File: config.mk
export PLATFORM = sky130hd
export DESIGN_NAME = i2c_keyreg_target
export DESIGN_NICKNAME = d
export VERILOG_FILES = /design/src/rtl/i2c_kr_pkg.sv /design/src/rtl/i2c_kr_sync.sv /design/src/rtl/i2c_kr_engine.sv /design/src/rtl/i2c_kr_regs.sv /design/src/rtl/i2c_keyreg_target.sv
export SDC_FILE = /design/constraint.sdc
export NUM_CORES = 1
export LEC_CHECK = 0
export ABC_AREA = 1
export ABC_CLOCK_PERIOD_IN_PS = 2800
export BUFFER_PORTS_ARGS = -buffer_cell sky130_fd_sc_hd__buf_2
export CAP_MARGIN = 40
export CORE_UTILIZATION = 30
export CTS_BUF_LIST = sky130_fd_sc_hd__clkbuf_8
export DETAILED_ROUTE_END_ITERATION = 16
export HOLD_SLACK_MARGIN = 0.1
export SLEW_MARGIN = 20
export SYNTH_ARGS = -nofsm -noshare
export SYNTH_HDL_FRONTEND = slang
export SYNTH_SLANG_ARGS = --single-unit
File: constraint.sdc
create_clock -name clk -period 2.8 [get_ports clk]
set_input_delay 0 -clock clk [delete_from_list [all_inputs] [get_ports clk]]
set_output_delay 0 -clock clk [all_outputs]
set_load 0.05 [all_outputs]
File: src/rtl/i2c_kr_pkg.sv
package i2c_kr_pkg;

    localparam int BYTE_W = 8;
    localparam logic [BYTE_W-1:0] ID_BYTE0 = 8'hAA;
    localparam logic [BYTE_W-1:0] ID_BYTE1 = 8'h55;
    localparam logic [BYTE_W-1:0] PAST_END = 8'hFF;

    typedef enum logic [2:0] {
        ST_IDLE,
        ST_ADDR,
        ST_ACK_A,
        ST_WR,
        ST_ACK_W,
        ST_RD,
        ST_RD_ACK
    } bus_st_e;

    // Value of the fixed bytes below the snapshot area.
    function automatic logic [BYTE_W-1:0] fixed_reg(input int idx);
        case (idx)
            0:       return ID_BYTE0;
            1:       return ID_BYTE1;
            default: return '0;
        endcase
    endfunction

endpackage

File: src/rtl/i2c_kr_sync.sv
module i2c_kr_sync #(
    parameter int W      = 2,
    parameter int STAGES = 2
) (
    input  logic         clk,
    input  logic         rst_n,
    input  logic [W-1:0] async_i,
    output logic [W-1:0] sync_o
);
    // Idle bus level is high, so every stage resets to 1.
    logic [W-1:0] stage_d [STAGES];
    logic [W-1:0] stage_q [STAGES];

    always_comb begin
        stage_d[0] = async_i;
        for (int s = 1; s < STAGES; s++) begin
            stage_d[s] = stage_q[s-1];
        end
    end

    always_ff @(posedge clk or negedge rst_n) begin
        if (!rst_n) begin
            for (int s = 0; s < STAGES; s++) stage_q[s] <= '1;
        end else begin
            for (int s = 0; s < STAGES; s++) stage_q[s] <= stage_d[s];
        end
    end

    assign sync_o = stage_q[STAGES-1];
endmodule

File: src/rtl/i2c_kr_engine.sv
module i2c_kr_engine
    import i2c_kr_pkg::*;
#(
    parameter logic [6:0] DEV_ADDR = 7'h15
) (
    input  logic              clk,
    input  logic              rst_n,
    input  logic              scl_s,
    input  logic              sda_s,
    input  logic [BYTE_W-1:0] rd_data_i,
    output logic              rd_pop_o,
    output logic              wr_push_o,
    output logic [BYTE_W-1:0] wr_data_o,
    output logic              bus_stop_o,
    output logic              sda_oe_o
);
    typedef struct packed {
        bus_st_e           st;
        logic [BYTE_W-1:0] shreg;
        logic [3:0]        cnt;
        logic              rw;
        logic              nack;
        logic              oe;
        logic              scl_p;
        logic              sda_p;
    } eng_t;

    eng_t eng_d, eng_q;
    logic scl_rise, scl_fall, start_c, stop_c;

    always_comb begin
        eng_d      = eng_q;
        rd_pop_o   = 1'b0;
        wr_push_o  = 1'b0;
        bus_stop_o = 1'b0;
        scl_rise   = scl_s & ~eng_q.scl_p;
        scl_fall   = ~scl_s & eng_q.scl_p;
        start_c    = scl_s & eng_q.scl_p & eng_q.sda_p & ~sda_s;
        stop_c     = scl_s & eng_q.scl_p & ~eng_q.sda_p & sda_s;
        eng_d.scl_p = scl_s;
        eng_d.sda_p = sda_s;

        if (stop_c) begin
            eng_d.st   = ST_IDLE;
            eng_d.oe   = 1'b0;
            bus_stop_o = 1'b1;
        end else if (start_c) begin
            eng_d.st  = ST_ADDR;
            eng_d.cnt = '0;
            eng_d.oe  = 1'b0;
        end else begin
            case (eng_q.st)
                ST_ADDR, ST_WR: begin
                    if (scl_rise) begin
                        eng_d.shreg = {eng_q.shreg[BYTE_W-2:0], sda_s};
                        eng_d.cnt   = eng_q.cnt + 4'd1;
                    end else if (scl_fall && eng_q.cnt == 4'd8) begin
                        if (eng_q.st == ST_ADDR) begin
                            if (eng_q.shreg[7:1] == DEV_ADDR) begin
                                eng_d.st = ST_ACK_A;
                                eng_d.oe = 1'b1;
                                eng_d.rw = eng_q.shreg[0];
                            end else begin
                                eng_d.st = ST_IDLE;
                            end
                        end else begin
                            wr_push_o = 1'b1;
                            eng_d.st  = ST_ACK_W;
                            eng_d.oe  = 1'b1;
                        end
                    end
                end
                ST_ACK_A, ST_ACK_W: begin
                    if (scl_fall) begin
                        eng_d.cnt = '0;
                        if (eng_q.st == ST_ACK_A && eng_q.rw) begin
                            rd_pop_o    = 1'b1;
                            eng_d.shreg = rd_data_i;
                            eng_d.oe    = ~rd_data_i[BYTE_W-1];
                            eng_d.st    = ST_RD;
                        end else begin
                            eng_d.oe = 1'b0;
                            eng_d.st = ST_WR;
                        end
                    end
                end
                ST_RD: begin
                    if (scl_fall) begin
                        if (eng_q.cnt == 4'd7) begin
                            eng_d.oe = 1'b0;
                            eng_d.st = ST_RD_ACK;
                        end else begin
                            eng_d.shreg = {eng_q.shreg[BYTE_W-2:0], 1'b0};
                            eng_d.oe    = ~eng_q.shreg[BYTE_W-2];
                            eng_d.cnt   = eng_q.cnt + 4'd1;
                        end
                    end
                end
                ST_RD_ACK: begin
                    if (scl_rise) begin
                        eng_d.nack = sda_s;
                    end else if (scl_fall) begin
                        if (!eng_q.nack) begin
                            rd_pop_o    = 1'b1;
                            eng_d.shreg = rd_data_i;
                            eng_d.oe    = ~rd_data_i[BYTE_W-1];
                            eng_d.cnt   = '0;
                            eng_d.st    = ST_RD;
                        end else begin
                            eng_d.oe = 1'b0;
                            eng_d.st = ST_IDLE;
                        end
                    end
                end
                default: eng_d.oe = 1'b0;
            endcase
        end
    end

    always_ff @(posedge clk or negedge rst_n) begin
        if (!rst_n) begin
            eng_q <= '{st: ST_IDLE, shreg: '0, cnt: '0, rw: 1'b0, nack: 1'b0,
                       oe: 1'b0, scl_p: 1'b1, sda_p: 1'b1};
        end else begin
            eng_q <= eng_d;
        end
    end

    assign wr_data_o = eng_q.shreg;
    assign sda_oe_o  = eng_q.oe;
endmodule

File: src/rtl/i2c_kr_regs.sv
module i2c_kr_regs
    import i2c_kr_pkg::*;
#(
    parameter int REG_N  = 16,
    parameter int SNAP_N = 12,
    parameter int CMD_N  = 16,
    localparam int PTR_W = $clog2(REG_N + 1),
    localparam int LEN_W = $clog2(CMD_N + 1)
) (
    input  logic                     clk,
    input  logic                     rst_n,
    input  logic                     snap_load_i,
    input  logic [SNAP_N*BYTE_W-1:0] snap_data_i,
    input  logic                     rd_pop_i,
    input  logic                     wr_push_i,
    input  logic [BYTE_W-1:0]        wr_data_i,
    input  logic                     bus_stop_i,
    output logic [BYTE_W-1:0]        rd_data_o,
    output logic [CMD_N*BYTE_W-1:0]  cmd_buf_o,
    output logic [LEN_W-1:0]         cmd_len_o
);
    localparam int SNAP_BASE = REG_N - SNAP_N;

    typedef struct {
        logic [BYTE_W-1:0] snap [SNAP_N];
        logic [BYTE_W-1:0] cmd  [CMD_N];
        logic [PTR_W-1:0]  ptr;
        logic [LEN_W-1:0]  len;
    } regs_t;

    regs_t rf_d, rf_q;

    always_comb begin
        rd_data_o = PAST_END;
        if (int'(rf_q.ptr) < SNAP_BASE) begin
            rd_data_o = fixed_reg(int'(rf_q.ptr));
        end else begin
            for (int k = 0; k < SNAP_N; k++) begin
                if (int'(rf_q.ptr) == SNAP_BASE + k) rd_data_o = rf_q.snap[k];
            end
        end
    end

    always_comb begin
        rf_d = rf_q;
        if (snap_load_i) begin
            for (int k = 0; k < SNAP_N; k++) begin
                rf_d.snap[k] = snap_data_i[BYTE_W*k +: BYTE_W];
            end
        end
        if (bus_stop_i) begin
            rf_d.ptr = '0;
            rf_d.len = '0;
        end else begin
            if (rd_pop_i && int'(rf_q.ptr) < REG_N) rf_d.ptr = rf_q.ptr + 1'b1;
            if (wr_push_i && int'(rf_q.len) < CMD_N) begin
                for (int k = 0; k < CMD_N; k++) begin
                    if (int'(rf_q.len) == k) rf_d.cmd[k] = wr_data_i;
                end
                rf_d.len = rf_q.len + 1'b1;
            end
        end
    end

    always_ff @(posedge clk or negedge rst_n) begin
        if (!rst_n) begin
            for (int k = 0; k < SNAP_N; k++) rf_q.snap[k] <= '0;
            for (int k = 0; k < CMD_N; k++)  rf_q.cmd[k]  <= '0;
            rf_q.ptr <= '0;
            rf_q.len <= '0;
        end else begin
            rf_q <= rf_d;
        end
    end

    for (genvar g = 0; g < CMD_N; g++) begin : g_cmd_out
        assign cmd_buf_o[BYTE_W*g +: BYTE_W] = rf_q.cmd[g];
    end
    assign cmd_len_o = rf_q.len;
endmodule

File: src/rtl/i2c_keyreg_target.sv
module i2c_keyreg_target
    import i2c_kr_pkg::*;
#(
    parameter logic [6:0] DEV_ADDR = 7'h15,
    parameter int REG_N  = 16,
    parameter int SNAP_N = 12,
    parameter int CMD_N  = 16
) (
    input  logic                        clk,
    input  logic                        rst_n,
    input  logic                        scl_i,
    input  logic                        sda_i,
    output logic                        sda_oe_o,
    input  logic                        snap_load_i,
    input  logic [SNAP_N*8-1:0]         snap_data_i,
    output logic [CMD_N*8-1:0]          cmd_buf_o,
    output logic [$clog2(CMD_N+1)-1:0]  cmd_len_o
);
    logic              scl_s, sda_s;
    logic              rd_pop, wr_push, bus_stop;
    logic [BYTE_W-1:0] rd_data, wr_data;

    i2c_kr_sync #(.W(2), .STAGES(2)) u_sync (
        .clk     (clk),
        .rst_n   (rst_n),
        .async_i ({scl_i, sda_i}),
        .sync_o  ({scl_s, sda_s})
    );

    i2c_kr_engine #(.DEV_ADDR(DEV_ADDR)) u_engine (
        .clk        (clk),
        .rst_n      (rst_n),
        .scl_s      (scl_s),
        .sda_s      (sda_s),
        .rd_data_i  (rd_data),
        .rd_pop_o   (rd_pop),
        .wr_push_o  (wr_push),
        .wr_data_o  (wr_data),
        .bus_stop_o (bus_stop),
        .sda_oe_o   (sda_oe_o)
    );

    i2c_kr_regs #(.REG_N(REG_N), .SNAP_N(SNAP_N), .CMD_N(CMD_N)) u_regs (
        .clk         (clk),
        .rst_n       (rst_n),
        .snap_load_i (snap_load_i),
        .snap_data_i (snap_data_i),
        .rd_pop_i    (rd_pop),
        .wr_push_i   (wr_push),
        .wr_data_i   (wr_data),
        .bus_stop_i  (bus_stop),
        .rd_data_o   (rd_data),
        .cmd_buf_o   (cmd_buf_o),
        .cmd_len_o   (cmd_len_o)
    );
endmodule

==> results.py <==
metrics = {
    "grt": {
        "grt_max_degree": 86,
        "track_usage_pct": 17.2,
        "grt_pass1_vias": 10268,
        "grt_pass1_wl_mm": 56.0,
        "gr-total-overflow": 0,
        "antenna_found_initial": 0,
    },
    "synthesis": {
        "ys_top_cells_by_count": "nand2_1, dfrtp_1, o21ai_0",
        "syn_inst": 1358,
        "synth.most_common_cell": "nand2_1",
        "synth_top_cell_area_share_pct": 51.4,
        "synth-seq-area-share_pct": 52.7,
        "synth-edff-count": 0,
        "syn-num-nets": 1471,
        "avgSynthCellArea_um2": 9.03,
        "synth_warnings": 0,
        "synthFlopType": "dfrtp_1",
        "synth.distinct_cells": 45,
        "ys_ff_latch": 258,
        "synth.largest_area_cell": "dfrtp_1",
        "synth.area.top_cells": "dfrtp_1, nand2_1, o21ai_0",
        "async_reset_ff_share_pct": 100,
        "synth.cell_area_um2": 12300,
    },
    "layout": {
        "drive_gt1_share_pct": 24.3,
        "design_area_um2": 16000,
        "final_nets": 1782,
        "synthToLayoutAreaGrowth_pct": 30.4,
        "antenna_cells": 0,
    },
    "timing": {
        "setup_viol": 0,
        "skew_ns": 0.0441,
        "rsz0062_at_grt": "false",
        "post-route-period-util_pct": 84.9,
        "fin_setup_tns_ns": 0,
        "tightest_slew_ns": 0.653,
        "fmax_mhz": 421,
        "relSlewSlack_pct": 56.5,
        "hold_violations": 0,
        "min_period_ns": 2.38,
        "drv_slew": 0,
    },
    "place": {
        "dp_hpwl_mm": 22.5,
        "numPortBuffers": 234,
        "dpl-instance-area_um2": 13100,
        "routabilityCongestion": 0.864,
    },
    "clock_tree": {
        "clk_pin_slew_ns": 0.06,
        "cts_num_sinks": 258,
        "clock-root-buffer": "clkbuf_8",
        "cts_max_level": 2,
        "cts_buffers": 48,
        "postCtsSetupRepairBufs": 0,
        "cts.path.max_buffers": 3,
        "clk-insertion-delay-late_ns": 0.61,
        "cts_tree": "built",
    },
    "pwr": {
        "seqPwrFrac_pct": 40.9,
        "switching_share_pct": 31.9,
        "leakagePower_nw": 7.94,
        "p_int_w": 0.00700,
        "vdd_ir_drop_max_v": 0.000409,
        "p_sw_w": 0.00328,
        "power.density_nw_per_um2": 643,
        "combPwrFrac_pct": 22.3,
        "pwr-share-clk_pct": 36.8,
    },
    "worst_setup_path": {
        "worstPathMaxFanout": 12,
        "cp-start-kind": "flop",
        "crit_arrival_ns": 2.88,
        "cp.required_ns": 3.30,
        "worstSetupPathType": "flop to flop",
        "crit_path_end_kind": "flop",
    },
    "drt": {
        "post-route-drc-count": 0,
        "drt_pass1_iterations": 7,
        "wirelength_mm": 35.4,
        "vias_per_cell": 4.53,
        "ant_nets": 0,
        "wire_per_inst_um": 15.9,
        "vias": 10099,
        "drt_iter0_markers": 653,
    },
    "worst_hold_path": {
        "hp-class": "primary input to flop",
    },
    "floorplan": {
        "placementRows": 73,
        "core_area_um2": 40000,
        "pin_count": 235,
        "die-area_um2": 41700,
        "die_w_um": 204,
        "start_util_pct": 30.6,
        "dieHeight_um": 204,
    },
    "job": {
        "drv_cap": 0,
    },
    "status": {
        "status": "finished clean",
    },
}
-- path summary, 6_finish.rpt --
kind,startpoint,endpoint,slack [ns],cells past startpoint
worst max-delay path,u_regs.rf_q[6],u_engine.sda_oe_o,0.42,19
worst min-delay path,snap_load_i,u_regs.rf_q[202],0.15,3
worst max register to register,u_regs.rf_q[6],u_engine.sda_oe_o,0.42,19
worst min register to register,u_sync.stage_d[1],u_sync.sync_o[1],0.36,0
max in group asynchronous,rst_n,u_regs.cmd_buf_o[75],1.33,4
min in group asynchronous,rst_n,u_regs.cmd_buf_o[22],0.55,3
-- what timing repair did --
item / in CTS / in global routing
resized for setup: 0 / 0
hold buffers: 192 / 0
endpoints found under the setup margin: 0 / 0
hold endpoints to repair: 350 / 0
-- metal layers --
layer / GRT usage (%) / vias to the layer above / routed length (um)
li1: - / 4857 / -
met1: 22.2 / 4790 / 15600
met2: 28.2 / 391 / 16500
met3: 3.73 / 61 / 2430
met4: 6.13 / 0 / 837
met5: 0 / - / 0
-- critical path: stages, from the launching register on --
cell and delay [ns]:
dfrtp_1 0.42, inv_1 0.12, ha_1 0.25, inv_1 0.11, nor2_1 0.14, nand2_1 0.24, o21ai_0 0.15, inv_1 0.06
nand2_1 0.06, nand3_1 0.08, nand3_1 0.11, nand3_1 0.09, nand2_1 0.07, nand2_1 0.06, nand2_1 0.06, nand2_1 0.07
nand3_1 0.08, nand2_1 0.05, nand2_1 0.05, nand2_1 0.04
-- layout make-up --
class                      count  area (um2)
inverter                     136         512
fill                        3951       24000
tap                          525         657
sequential                   258        6460
multi-input combinational    782        4070
timing repair buffer         443        3290
clock buffer                  59         812
clock inverter                24         185
-- registers in the layout (all words and copies together) (netlist names) --
name / count
u_regs.rf_q: 101
u_sync.sync_o: 2
u_engine.wr_data_o: 8
u_engine.eng_q: 11
u_regs.cmd_len_o: 5
u_sync.stage_d: 2
u_engine.sda_oe_o: 1
u_regs.cmd_buf_o: 128
-- kinds of logic (layout without fill, tap and decap cells) --
group           Yosys count  after routing  synth area share, %
compound gates          264            264                 11.5
xor+xnor                  2              2                0.143
fa+ha+maj                12             12                 1.22
buf+inv                 318            662                 14.1
flops                   258            258                 52.7
mux                      50             50                 4.58
simple gates            454            454                 15.8
-- metrics by stage --
stage / cells / setup WS, ns / util, % / hold WS (ns) / power, W
finish: 2227 / 0.423 / 40.0 / 0.147 / 0.0103
global route: 2227 / 0.161 / 40.0 / 0.149 / 0.0108
CTS: 2227 / 0.483 / 40.0 / 0.100 / 0.0104
detailed placement: 1952 / 0.489 / 32.7 / 0.0432 / 0.00632
global placement: 1951 / 0.556 / 32.6 / 0.0490 / 0.00625
floorplan: 1358 / 0.878 / - / -0.296 / 0.00541
-- power by group through the flow --
| stage | Clock (W) | Combinational (W) | Sequential (W) |
|---|---|---|---|
| finish | 0.00378 | 0.00230 | 0.00420 |
| global placement | 0 | 0.00200 | 0.00425 |
| global route | 0.00407 | 0.00252 | 0.00423 |
| floorplan | 0 | 0.00119 | 0.00421 |
| detailed placement | 0 | 0.00206 | 0.00426 |
| CTS | 0.00390 | 0.00230 | 0.00419 |
-- placed cells by master, fill, tap and decap left out, types with 3 or more instances in the layout --
master and instances:
a21boi_2 5, a21oi_1 19, buf_12 3, buf_2 232
buf_4 14, bufinv_16 3, clkbuf_8 59, clkinv_1 4
dfrtp_1 252, dfstp_2 6, dlygate4sd3_1 192, ha_1 12
inv_1 139, inv_2 9, mux2_2 49, nand2_1 338
nand2_2 3, nand2_4 3, nand3_1 43, nand3b_1 3
nand4_1 6, nor2_1 32, nor2_2 7, nor2_4 6
nor3_1 7, o21ai_0 207, o21ai_1 14, o21bai_1 3
(Power assumes the default switching activity.)
